## src/rtl/uart_rx_pkg.sv

```systemverilog
package uart_rx_pkg;
  typedef enum logic [1:0] {
    RX_IDLE  = 2'd0,
    RX_START = 2'd1,
    RX_DATA  = 2'd2,
    RX_STOP  = 2'd3
  } rx_state_t;
endpackage

```

## src/rtl/uart_rx_sync.sv

```systemverilog
module uart_rx_sync #(
  parameter int STAGES = 2
) (
  input  logic clk,
  input  logic rst_n,
  input  logic din,
  output logic dout
);
  logic [STAGES-1:0] chain_q;

  always_ff @(posedge clk or negedge rst_n) begin
    if (!rst_n) chain_q <= '1;
    else        chain_q <= {chain_q[STAGES-2:0], din};
  end

  assign dout = chain_q[STAGES-1];
endmodule

```

## src/rtl/uart_rx_deser.sv

```systemverilog
module uart_rx_deser
  import uart_rx_pkg::*;
#(
  parameter int OVERSAMPLE = 16,
  parameter int DATA_BITS  = 8
) (
  input  logic                 clk,
  input  logic                 rst_n,
  input  logic                 tick,
  input  logic                 line,
  output logic                 push,
  output logic [DATA_BITS-1:0] byte_out
);
  localparam int CW = $clog2(OVERSAMPLE);
  localparam int IW = (DATA_BITS > 1) ? $clog2(DATA_BITS) : 1;
  localparam logic [CW-1:0] MID_CNT  = CW'(OVERSAMPLE / 2 - 1);
  localparam logic [CW-1:0] LAST_CNT = CW'(OVERSAMPLE - 1);
  localparam logic [IW-1:0] LAST_BIT = IW'(DATA_BITS - 1);

  rx_state_t            st_q, st_n;
  logic [CW-1:0]        cnt_q, cnt_n;
  logic [IW-1:0]        idx_q, idx_n;
  logic [DATA_BITS-1:0] sh_q, sh_n;
  logic                 push_q, push_n;

  always_comb begin
    st_n   = st_q;
    cnt_n  = cnt_q;
    idx_n  = idx_q;
    sh_n   = sh_q;
    push_n = 1'b0;
    if (tick) begin
      unique case (st_q)
        RX_IDLE: begin
          if (!line) begin
            st_n  = RX_START;
            cnt_n = '0;
          end
        end
        RX_START: begin
          if (cnt_q == MID_CNT) begin
            cnt_n = '0;
            idx_n = '0;
            st_n  = line ? RX_IDLE : RX_DATA;
          end else begin
            cnt_n = cnt_q + 1'b1;
          end
        end
        RX_DATA: begin
          if (cnt_q == LAST_CNT) begin
            cnt_n = '0;
            sh_n  = {line, sh_q[DATA_BITS-1:1]};
            if (idx_q == LAST_BIT) st_n = RX_STOP;
            else                   idx_n = idx_q + 1'b1;
          end else begin
            cnt_n = cnt_q + 1'b1;
          end
        end
        RX_STOP: begin
          if (cnt_q == LAST_CNT) begin
            cnt_n  = '0;
            st_n   = RX_IDLE;
            push_n = line;
          end else begin
            cnt_n = cnt_q + 1'b1;
          end
        end
        default: st_n = RX_IDLE;
      endcase
    end
  end

  always_ff @(posedge clk or negedge rst_n) begin
    if (!rst_n) begin
      st_q   <= RX_IDLE;
      cnt_q  <= '0;
      idx_q  <= '0;
      sh_q   <= '0;
      push_q <= 1'b0;
    end else begin
      st_q   <= st_n;
      cnt_q  <= cnt_n;
      idx_q  <= idx_n;
      sh_q   <= sh_n;
      push_q <= push_n;
    end
  end

  assign push     = push_q;
  assign byte_out = sh_q;

  AST_STATE_ON_TICK: assert property (@(posedge clk) disable iff (!rst_n)
    !tick |=> $stable(st_q) && $stable(cnt_q));
  AST_PUSH_SINGLE: assert property (@(posedge clk) disable iff (!rst_n)
    push_q |=> !push_q);
  AST_STOP_HIGH: assert property (@(posedge clk) disable iff (!rst_n)
    push_q |-> $past(line) && $past(tick));
endmodule

```

## src/rtl/uart_rx_fifo.sv

```systemverilog
module uart_rx_fifo #(
  parameter int WIDTH = 8,
  parameter int DEPTH = 16
) (
  input  logic             clk,
  input  logic             rst_n,
  input  logic             clr,
  input  logic             wr,
  input  logic [WIDTH-1:0] wdata,
  input  logic             rd,
  output logic [WIDTH-1:0] rdata,
  output logic             not_empty,
  output logic             half,
  output logic             is_full
);
  localparam int AW = $clog2(DEPTH);
  localparam logic [AW:0] FULL_CNT = (AW+1)'(DEPTH);
  localparam logic [AW:0] HALF_CNT = (AW+1)'(DEPTH / 2);

  logic [WIDTH-1:0] mem [DEPTH];
  logic [AW-1:0]    wp_q, wp_n, rp_q, rp_n;
  logic [AW:0]      cnt_q, cnt_n;
  logic             do_wr, do_rd;

  assign do_wr = wr && (cnt_q != FULL_CNT) && !clr;
  assign do_rd = rd && (cnt_q != '0) && !clr;

  always_comb begin
    wp_n  = wp_q;
    rp_n  = rp_q;
    cnt_n = cnt_q;
    if (clr) begin
      wp_n  = '0;
      rp_n  = '0;
      cnt_n = '0;
    end else begin
      if (do_wr) wp_n = wp_q + 1'b1;
      if (do_rd) rp_n = rp_q + 1'b1;
      if (do_wr && !do_rd)      cnt_n = cnt_q + 1'b1;
      else if (do_rd && !do_wr) cnt_n = cnt_q - 1'b1;
    end
  end

  always_ff @(posedge clk or negedge rst_n) begin
    if (!rst_n) begin
      wp_q  <= '0;
      rp_q  <= '0;
      cnt_q <= '0;
    end else begin
      wp_q  <= wp_n;
      rp_q  <= rp_n;
      cnt_q <= cnt_n;
    end
  end

  always_ff @(posedge clk) begin
    if (do_wr) mem[wp_q] <= wdata;
  end

  assign rdata     = mem[rp_q];
  assign not_empty = (cnt_q != '0);
  assign half      = (cnt_q >= HALF_CNT);
  assign is_full   = (cnt_q == FULL_CNT);

  AST_NO_OVERFLOW: assert property (@(posedge clk) disable iff (!rst_n)
    is_full && wr && !rd && !clr |=> is_full && $stable(wp_q) && $stable(rp_q));
  AST_CLEAR_EMPTIES: assert property (@(posedge clk) disable iff (!rst_n)
    clr |=> !not_empty);
  AST_EMPTY_READ: assert property (@(posedge clk) disable iff (!rst_n)
    !not_empty && rd && !wr |=> !not_empty && $stable(rp_q));
  AST_FULL_IMPLIES_HALF: assert property (@(posedge clk) disable iff (!rst_n)
    is_full |-> half && not_empty);
endmodule

```

## src/rtl/uart_rx_fifo_top.sv

```systemverilog
module uart_rx_fifo_top #(
  parameter int OVERSAMPLE  = 16,
  parameter int DATA_BITS   = 8,
  parameter int FIFO_DEPTH  = 16,
  parameter int SYNC_STAGES = 2
) (
  input  logic                 clk,
  input  logic                 rst_n,
  input  logic                 baud_x16_en,
  input  logic                 rx_serial,
  input  logic                 rd_strobe,
  input  logic                 buf_clear,
  output logic [DATA_BITS-1:0] rd_data,
  output logic                 data_avail,
  output logic                 half_full,
  output logic                 full
);
  logic [1:0]           rst_sync_q;
  logic                 rst_int_n;
  logic                 line_s;
  logic                 push;
  logic [DATA_BITS-1:0] rx_byte;

  always_ff @(posedge clk or negedge rst_n) begin
    if (!rst_n) rst_sync_q <= 2'b00;
    else        rst_sync_q <= {rst_sync_q[0], 1'b1};
  end
  assign rst_int_n = rst_sync_q[1];

  uart_rx_sync #(.STAGES(SYNC_STAGES)) u_sync (
    .clk  (clk),
    .rst_n(rst_int_n),
    .din  (rx_serial),
    .dout (line_s)
  );

  uart_rx_deser #(.OVERSAMPLE(OVERSAMPLE), .DATA_BITS(DATA_BITS)) u_deser (
    .clk     (clk),
    .rst_n   (rst_int_n),
    .tick    (baud_x16_en),
    .line    (line_s),
    .push    (push),
    .byte_out(rx_byte)
  );

  uart_rx_fifo #(.WIDTH(DATA_BITS), .DEPTH(FIFO_DEPTH)) u_fifo (
    .clk      (clk),
    .rst_n    (rst_int_n),
    .clr      (buf_clear),
    .wr       (push),
    .wdata    (rx_byte),
    .rd       (rd_strobe),
    .rdata    (rd_data),
    .not_empty(data_avail),
    .half     (half_full),
    .is_full  (full)
  );

  AST_RESET_EMPTY: assert property (@(posedge clk)
    !rst_int_n |-> !data_avail && !half_full && !full);
endmodule

```

## config.mk

```make
export PLATFORM = sky130hd
export DESIGN_NAME = uart_rx_fifo_top
export DESIGN_NICKNAME = d
export VERILOG_FILES = /design/src/rtl/uart_rx_pkg.sv /design/src/rtl/uart_rx_sync.sv /design/src/rtl/uart_rx_deser.sv /design/src/rtl/uart_rx_fifo.sv /design/src/rtl/uart_rx_fifo_top.sv
export SDC_FILE = /design/constraint.sdc
export NUM_CORES = 1
export LEC_CHECK = 0
export ABC_AREA = 0
export BUFFER_PORTS_ARGS = -buffer_cell sky130_fd_sc_hd__buf_2
export CORE_AREA = 2 2 114 116
export DETAILED_ROUTE_END_ITERATION = 16
export DIE_AREA = 0 0 116 118
export PLACE_DENSITY = 0.72
export SLEW_MARGIN = 5
export SYNTH_ARGS = -nofsm -noshare
export SYNTH_HDL_FRONTEND = slang
export SYNTH_HIERARCHICAL = 1
export SYNTH_SLANG_ARGS = --single-unit
```

## constraint.sdc

```tcl
create_clock -name clk -period 1.8 [get_ports clk]
set_input_delay 0.27 -clock clk [delete_from_list [all_inputs] [get_ports clk]]
set_output_delay 0.27 -clock clk [all_outputs]
set_load 0.05 [all_outputs]
```

---- Word-level counts from Yosys, hierarchy flattened ----
Memory sizes are Yosys's and may differ from the RTL's.
Cells that the tools add are included.
word-level totals
  register bits ........................... 35
  bits in latches ......................... 0
  bits in writable memories ............... 128
  memory bits (read-only) ................. 0
  bits of input ports ..................... 6
  output and inout port bits .............. 11
  logic and storage cells ................. 79
  memories ................................ 1
cells by class
  add/subtract/negate cells ............... 6
  multiply operators ...................... 0
  divide/modulo/power cells ............... 0
  magnitude comparators ................... 1
  eq/ne operators ......................... 14
  shifts and indexed selects .............. 0
  muxes and demuxes ....................... 27
  bitwise operators ....................... 0
  reduce and logical (&&, ||, !) cells .... 20
memories
  memory      depth  width  read ports  clocked after memory_dff  wr ports  RTL line            text
  u_fifo.mem  16     8      1           0                         1         uart_rx_fifo.sv:20  logic [WIDTH-1:0] mem [DEPTH];
operators by type and width
  operator                                                                 number
  4-bit 2-to-1 mux                                                         7
  5-bit 2-to-1 mux                                                         3
  4-bit by 1-bit adder with 4-bit output, second input constant            3
  2-bit 2-to-1 mux                                                         6
  4-bit case mux with 3 select lines                                       1
  3-bit 2-to-1 mux                                                         3
  2-bit by 1-bit inequality test with 1-bit output, second input constant  4
  2-bit case mux with 4 select lines                                       1
  1-bit logical AND                                                        6
  3-bit case mux with 2 select lines                                       1
  6-bit AND reduction                                                      1
  2-bit nonzero test                                                       3
  5-bit by 1-bit adder with 5-bit output, second input constant            1
  5-bit equality test, second input constant                               1
  5-bit by 4-bit >= comparator with 1-bit output, second input constant    1
  1-bit 2-to-1 mux                                                         5
  5-bit inequality test, second input constant                             1
  5-bit AND reduction                                                      1
  5-bit nonzero test                                                       1
  5-bit by 1-bit subtractor with 5-bit output, second input constant       1
  2-bit equality test, second input constant                               2
  4-bit by 3-bit equality test with 1-bit output, second input constant    1
  4-bit equality test, second input constant                               1
  2-bit inequality test, second input constant                             2
  9 further kinds                                                          11

---- Depth between registers and ports, before layout ----
Gate-level depths: netlist of the first run.
  depth in word-level cells ............... 8
  depth in mapped cells ................... 8
  depth with buffers taken out ............ 8

---- Hierarchy ----
Netlist of the first run, hierarchy kept.
by module, submodules not included
  module            instances  cells each  area each (sq um)  sequential area each (sq um)
  uart_rx_fifo      1          348         5911.9             4169.0
  uart_rx_deser     1          70          880.8              450.4
  uart_rx_fifo_top  1          3           53.8               50.0
  uart_rx_sync      1          2           52.6               52.6

---- Worst setup path before layout of the first run ----
No wires, ideal clock.
  path type ............................... register -> register
  from .................................... reg u_fifo.cnt_q[1]
  to ...................................... reg u_fifo.cnt_q[0]
  library setup time ...................... 0.128 ns
  arrival time ............................ 2.375 ns
  data required time ...................... 1.672 ns
  setup slack ............................. -0.703 ns
  stages on the path, launching flop included .. 5
  path buffers ............................ 0
  clock period less this slack ............ 2.503 ns
  cells stage by stage .................... dfrtp_1 -> or4_4 -> nor2_1 -> a221o_2 -> mux2_1
between the ends
  longest elaborated chain between the ends .. 7
  elaborated cells on any way between the ends .. 13
  those cells by class .................... 1 x eq/ne; 2 x mux; 10 x reduce/logical
RTL lines
  what                            RTL line            text
  from (decl)                     uart_rx_fifo.sv:22  logic [AW:0] cnt_q, cnt_n;
  from (signal assigned)          uart_rx_fifo.sv:52  cnt_q <= cnt_n;
  5-bit nonzero test              uart_rx_fifo.sv:26  assign do_rd = rd && (cnt_q != '0) && !clr;
  1-bit logical AND (2 in a row)  uart_rx_fifo.sv:26
  1-bit zero test                 uart_rx_fifo.sv:39  if (do_wr && !do_rd) cnt_n = cnt_q + 1'b1;
  1-bit logical AND               uart_rx_fifo.sv:39
  5-bit 2-to-1 mux                uart_rx_fifo.sv:39
  5-bit 2-to-1 mux                uart_rx_fifo.sv:32  if (clr) begin
Parallel ways exist; a longest one is shown, timed or not.
A chain may end at the register's enable or synchronous reset.

---- Worst setup path in the final report of the first run ----
  from .................................... reg u_fifo.rp_q[0]
  to ...................................... out rd_data[4]
between the ends
  longest elaborated chain between the ends .. 1
RTL lines
  what                    RTL line                text
  from (decl)             uart_rx_fifo.sv:21      logic [AW-1:0] wp_q, wp_n, rp_q, rp_n;
  from (signal assigned)  uart_rx_fifo.sv:51      rp_q <= rp_n;
  memory read 16 x 8 bit  --
  to (decl)               uart_rx_fifo_top.sv:13  output logic [DATA_BITS-1:0] rd_data,
Every way passes these cells.

==> flow_summary.yaml, run 1 <==
worst_setup_path:
  r2r-end: "u_fifo/cnt_q[4]"
  crit_required_ns: 1.53
  r2r-start: "u_fifo/cnt_q[3]"
  cp-end-kind: "output port"
  critPathLaunch: "u_fifo/rp_q[0]"
  reg2reg_slack_ns: -0.54
  r2r_cells: 8
  crit_type: "flip-flop to output port"
  crit_path_start_kind: "flip-flop"
  critPathMaxFanout: 7
  arrival_ns: 2.25
logic_synthesis:
  synth_cell_types: 54
  syn_area_um2: 6899
  synthMuxAreaShare: 0.1335
  synth_top_cell_area_share: 0.5571
  yosys_register_bits: 163
  synth.yosys.seq_area_share: 0.6844
  yosysTopAreaCell: "edfxtp_1"
  synth-simple-area-share: 0.06511
  synth_edf_count: 128
  synth_cells: 423
  synth_fa_ha_area_frac: 0.02285
  syn-num-nets: 441
  async_flop_share: 0.2147
  synthTopCellsByArea: "edfxtp_1 (56%), dfrtp_1 (12%), mux2i_1 (5.5%)"
  syn_avg_cell_area_um2: 16.31
  synth_most_common_cell: "edfxtp_1"
  synth-main-ff-cell: "edfxtp_1"
  synth-xor-area-share: 0.01016
  synth_top_family_by_area: "multiplexers"
  synth_compound_area_frac: 0.06384
  synthTopCellsByCount: "edfxtp_1 (128), mux2i_1 (38), dfrtp_1 (33)"
  synth_warnings: 6
timing:
  timing.final.crit_share: 1.399
  relSlewSlack: 0.5321
  setup_ws_ns: -0.7181
  fin_skew_ns: 0.008650
  hold_viol_final: 0
  timing.fmax_mhz: 397.1
  rsz0062_at_grt: "yes"
  finalSetupViolCount: 143
  final.min_clock_period_ns: 2.518
  slew_viol_final: 0
  hold_ws_ns: 0.1447
  tightest_slew_ns: 0.7018
  setup_tns_ns: -16.82
place:
  dp_hpwl_um: 9035
  place_inst: 656
  numPortBuffers: 16
  pre_cts_slack_ns: -0.5272
  placed_area_um2: 7930
  place_congestion: 0.8023
power_and_ir_drop:
  ir_worst_vdd_mv: 1.053
  p_comb_frac: 0.256
  power.switching_mw: 2.946
  pwr-share-clk: 0.341
  p_leak_nw: 3.085
  power_frac_seq: 0.403
  p_sw_frac: 0.2688
  power_density_nw_per_um2: 1205
  totalPowerFinal_mw: 10.96
  p_int_mw: 8.015
global_routing:
  grt_pass1_vias: 4214
  grt_antenna_before_repair: 0
  grt_util_all_layers: 0.2369
  grt_pass1_wl_um: 23340
  grt_remaining_overflow: 0
  grt_max_degree: 34
drt:
  first_iter_violations: 282
  dr.pass1.iters: 4
  detail-route-antenna-nets: 0
  wl_per_cell_um: 22.26
  vias_per_cell: 5.829
  wl_um: 15450
  drc: 0
  vias: 4045
clocking:
  root_buffer: "clkbuf_16"
  cts_buffer_depth: 2
  cts_buffers: 17
  clock_latency_ns: 0.43
  clk_pin_slew_ns: 0.06
  cts_max_level: 4
  cts_sinks: 163
  cts_tree: "built"
layout:
  instances_no_fill: 694
  fill_cells: 753
  nets: 527
  diodes: 0
  drive_gt1_frac: 0.4636
  area_growth_pct: 31.85
  design_area_um2: 9096
  fin_util: 0.7327
run:
  drv_cap: 0
die:
  pin_count: 17
  fp.dieH_um: 118
  core_area_um2: 12410
  chipWidth_um: 116
  rows: 41
  initial_core_util: 0.5557
  dieArea_um2: 13690
status:
  violations: "negative setup slack"
  status: "finished with violations"
hold_path:
  hold_class: "input port to async pin"
==> power groups by stage <==
stage | clock network (mW) | logic (mW) | registers, mW
global placement | 0 | 2.01 | 4.43
floorplan | 0 | 1.51 | 4.41
CTS | 3.77 | 2.63 | 4.38
finish | 3.73 | 2.80 | 4.42
detailed placement | 0 | 2.07 | 4.44
global route | 3.94 | 2.99 | 4.44
==> layout by cell type (no fill, tap or decap), types with 3 or more instances in the layout <==
cell type / n
a221oi_4: 3
mux2i_4: 4
and2_1: 3
buf_4: 39
clkbuf_16: 18
mux2i_2: 6
inv_1: 10
a21o_1: 3
nor2_4: 6
a221oi_2: 13
nor2b_1: 3
mux4_2: 16
buf_2: 5
nand3_1: 4
o21ai_2: 8
clkinv_2: 3
and2_4: 12
buf_8: 10
xnor2_1: 5
buf_12: 7
a22oi_2: 8
mux2_4: 3
buf_6: 21
nand2_1: 5
bufinv_16: 4
dfrtp_1: 31
edfxtp_1: 128
mux2_2: 13
mux2i_1: 28
nand2_4: 10
nor2_1: 19
ha_1: 9
clkinv_4: 4
==> flip-flops by register name (all words and copies together) (netlist names), named ones only <==
| signal | count |
|---|---|
| u_fifo/mem | 128 |
| u_deser/byte_out | 8 |
| u_fifo/cnt_q | 5 |
| u_deser/cnt_q | 4 |
| u_fifo/rp_q | 4 |
| u_fifo/wp_q | 4 |
| u_deser/idx_q | 3 |
| rst_sync_q | 2 |
| u_sync/chain_q | 2 |
| u_deser/push | 1 |
| u_deser/st_q | 1 |
==> per-layer routing <==
| layer | vias up | global-route usage | routed length [µm] |
|---|---|---|---|
| met2 | 131 | 0.3988 | 8140 |
| met5 | - | 0 | 0 |
| met3 | 27 | 0.06128 | 684 |
| li1 | 1825 | - | - |
| met1 | 2062 | 0.2947 | 6212 |
| met4 | 0 | 0.08631 | 414 |
==> what timing repair did <==
| item | in CTS | in global routing |
|---|---|---|
| pin swaps | 25 | 36 |
| hold buffers | 2 | 0 |
| hold endpoints to repair | 3 | 0 |
| endpoints found under the setup margin | 143 | 146 |
| resized for setup | 86 | 49 |
| buffers inserted | 12 | 4 |
| gates cloned | 3 | 1 |
==> cell type report <==
cell class	instances	area, µm²	share of cell area
clock buffer	18	429.2	0.04718
timing repair buffer	86	917.1	0.1008
inverter	13	53.80	0.005915
sequential	163	4727	0.5197
tap	172	215.2	0.02366
clock inverter	14	186.4	0.02050
multi-input combinational	228	2567	0.2823
==> worst max-delay path, stage by stage (launching register included) <==
cell      delay [ns]
dfrtp_4         0.59
buf_12          0.18
buf_4           0.13
mux2i_2         0.16
a221oi_4        0.38
a22oi_2         0.13
nand2_4         0.09
buf_8           0.14
==> cell families (layout without fill, tap and decap cells) <==
family | count (synthesis) | in the layout
mux | 70 | 70
simple gates | 82 | 82
compound gates | 55 | 55
flops | 163 | 163
buf+inv | 32 | 131
other cells | 1 | 1
xor+xnor | 8 | 8
fa+ha+maj | 12 | 12
==> how the worst max path moves through the flow <==
| stage | endpoint | slack, ns |
|---|---|---|
| detailed placement | u_fifo/cnt_q[2] | -0.53 |
| CTS | rd_data[6] | -0.70 |
| floorplan | u_fifo/cnt_q[4] | -0.57 |
| finish | rd_data[4] | -0.72 |
| global placement | u_fifo/cnt_q[4] | -0.46 |
| global route | rd_data[4] | -0.75 |
Note: power is estimated with default switching activity, not from simulation.
==> run 2, diff against run 1 <==
--- a/config.mk
+++ b/config.mk
@@ -11,6 +11,7 @@
 export DETAILED_ROUTE_END_ITERATION = 16
 export DIE_AREA = 0 0 116 118
 export PLACE_DENSITY = 0.72
+export SKIP_CTS_REPAIR_TIMING = 1
 export SLEW_MARGIN = 5
 export SYNTH_ARGS = -nofsm -noshare
 export SYNTH_HDL_FRONTEND = slang
==> run 2 against run 1 <==
The run still ends with negative setup slack left. Die area unchanged. Hold slack improved by 0.0040 ns. Worst setup slack gained 0.049 ns. Largest cell class unchanged.
==> flow_summary.yaml, run 2 (synthesized netlist as in run 1, its figures left out) <==
timing:
  slew_viol_final: 0
  rsz0062_at_grt: "yes"
  timing.fmax_mhz: 405.0
  setup_tns_ns: -19.35
  tightest_slew_ns: 0.7072
  hold_viol_final: 0
  fin_skew_ns: 0.007751
  setup_ws_ns: -0.6690
  final.min_clock_period_ns: 2.469
  finalSetupViolCount: 143
  timing.final.crit_share: 1.372
  relSlewSlack: 0.5285
worst_setup_path:
  crit_path_start_kind: "flip-flop"
  arrival_ns: 2.20
  cpMaxStageDelayCell: "dfrtp_2"
  reg2reg_slack_ns: -0.55
  crit_buf_inv: 4
  critPathMaxFanout: 12
  crit_required_ns: 1.53
  cp_top_family: "buffers and inverters"
  cp-end-kind: "output port"
  path_cells: "buf_12, clkbuf_16, mux2i_1, a221oi_1, buf_4, a22oi_2, nand2_4, buf_6"
  slowest_delay_ns: 0.46
  crit_type: "flip-flop to output port"
global_routing:
  grt_pass1_vias: 4056
  grt_util_all_layers: 0.2234
  grt_antenna_before_repair: 0
  grt_pass1_wl_um: 22110
  grt_remaining_overflow: 0
  grt_max_degree: 34
layout:
  diodes: 0
  nets: 533
  largest_reg_flops: 128
  area_growth_pct: 28.62
  layout_common_cells: "edfxtp_1 (128), buf_4 (54), mux2i_1 (37)"
  final_common_cell: "edfxtp_1"
  drive_gt1_frac: 0.4337
  instances_no_fill: 700
  largest_register: "u_fifo/mem"
power_and_ir_drop:
  pwr-share-clk: 0.345
  p_int_mw: 7.935
  power.switching_mw: 2.842
  p_sw_frac: 0.2637
  power_frac_seq: 0.407
  p_leak_nw: 3.069
  ir_worst_vdd_mv: 0.8121
  p_comb_frac: 0.249
  power_density_nw_per_um2: 1214
  totalPowerFinal_mw: 10.78
clocking:
  cts_buffers: 17
  cts_max_level: 4
  root_buffer: "clkbuf_16"
  cts_tree: "built"
  cts_sinks: 163
  clk_pin_slew_ns: 0.06
  clock_latency_ns: 0.42
  cts_buffer_depth: 2
die:
  fp.dieH_um: 118
  initial_core_util: 0.5557
  rows: 41
  core_area_um2: 12410
  chipWidth_um: 116
  pin_count: 17
  dieArea_um2: 13690
status:
  status: "finished with violations"
  violations: "negative setup slack"
place:
  place_congestion: 0.8023
  dp_hpwl_um: 9035
  place_inst: 656
  numPortBuffers: 16
drt:
  detail-route-antenna-nets: 0
  vias: 4052
  drc: 0
  dr.pass1.iters: 7
  first_iter_violations: 248
  vias_per_cell: 5.789
  wl_um: 14740
  wl_per_cell_um: 21.06
hold_path:
  hold_class: "input port to async pin"
run:
  drv_cap: 0
run 2: power by group through the flow:
stage | registers (mW) | clock network, mW | logic [mW]
finish | 4.38 | 3.71 | 2.68
global route | 4.40 | 3.94 | 2.87
CTS | 4.36 | 3.77 | 2.08
detailed placement | 4.44 | 0 | 2.07
global placement | 4.43 | 0 | 2.01
floorplan | 4.41 | 0 | 1.51
run 2: stage by stage:
stage	worst slack (ns)	hold WS, ns	area [µm²]	util
floorplan	-0.5672	-0.02559	7137	-
global placement	-0.4611	0.05473	7930	0.6388
detailed placement	-0.5272	0.05591	7930	0.6388
CTS	-0.7742	-0.3963	8546	0.6884
global route	-0.7516	0.1432	8874	0.7148
finish	-0.6690	0.1487	8874	0.7148
run 2: worst paths after layout:
check | from | to | cells after the start
setup / recovery | u_fifo/rp_q[0] | rd_data[2] | 8
hold / removal | rst_n | rst_sync_q[0] | 2
setup reg to reg | u_fifo/cnt_q[1] | u_fifo/cnt_q[4] | 8
hold reg to reg | rst_sync_q[1] | u_fifo/cnt_q[4] | 1
max in group asynchronous | rst_sync_q[1] | u_sync/chain_q[1] | 1
min in group clk | baud_x16_en | u_deser/st_q[0] | 2
run 2: per-layer routing:
| layer | track usage | up-vias | part of all wire |
|---|---|---|---|
| li1 | - | 1834 | - |
| met3 | 0.06179 | 29 | 0.043 |
| met1 | 0.2866 | 2088 | 0.40 |
| met4 | 0.09449 | 0 | 0.031 |
| met2 | 0.3582 | 101 | 0.52 |
| met5 | 0 | - | 0 |
run 2: area by class of cell:
type	count	area, µm²
sequential	163	4725
fill	781	3541
multi-input combinational	228	2389
timing repair buffer	92	879.6
clock buffer	18	429.2
tap	172	215.2
clock inverter	14	186.4
inverter	13	50.05
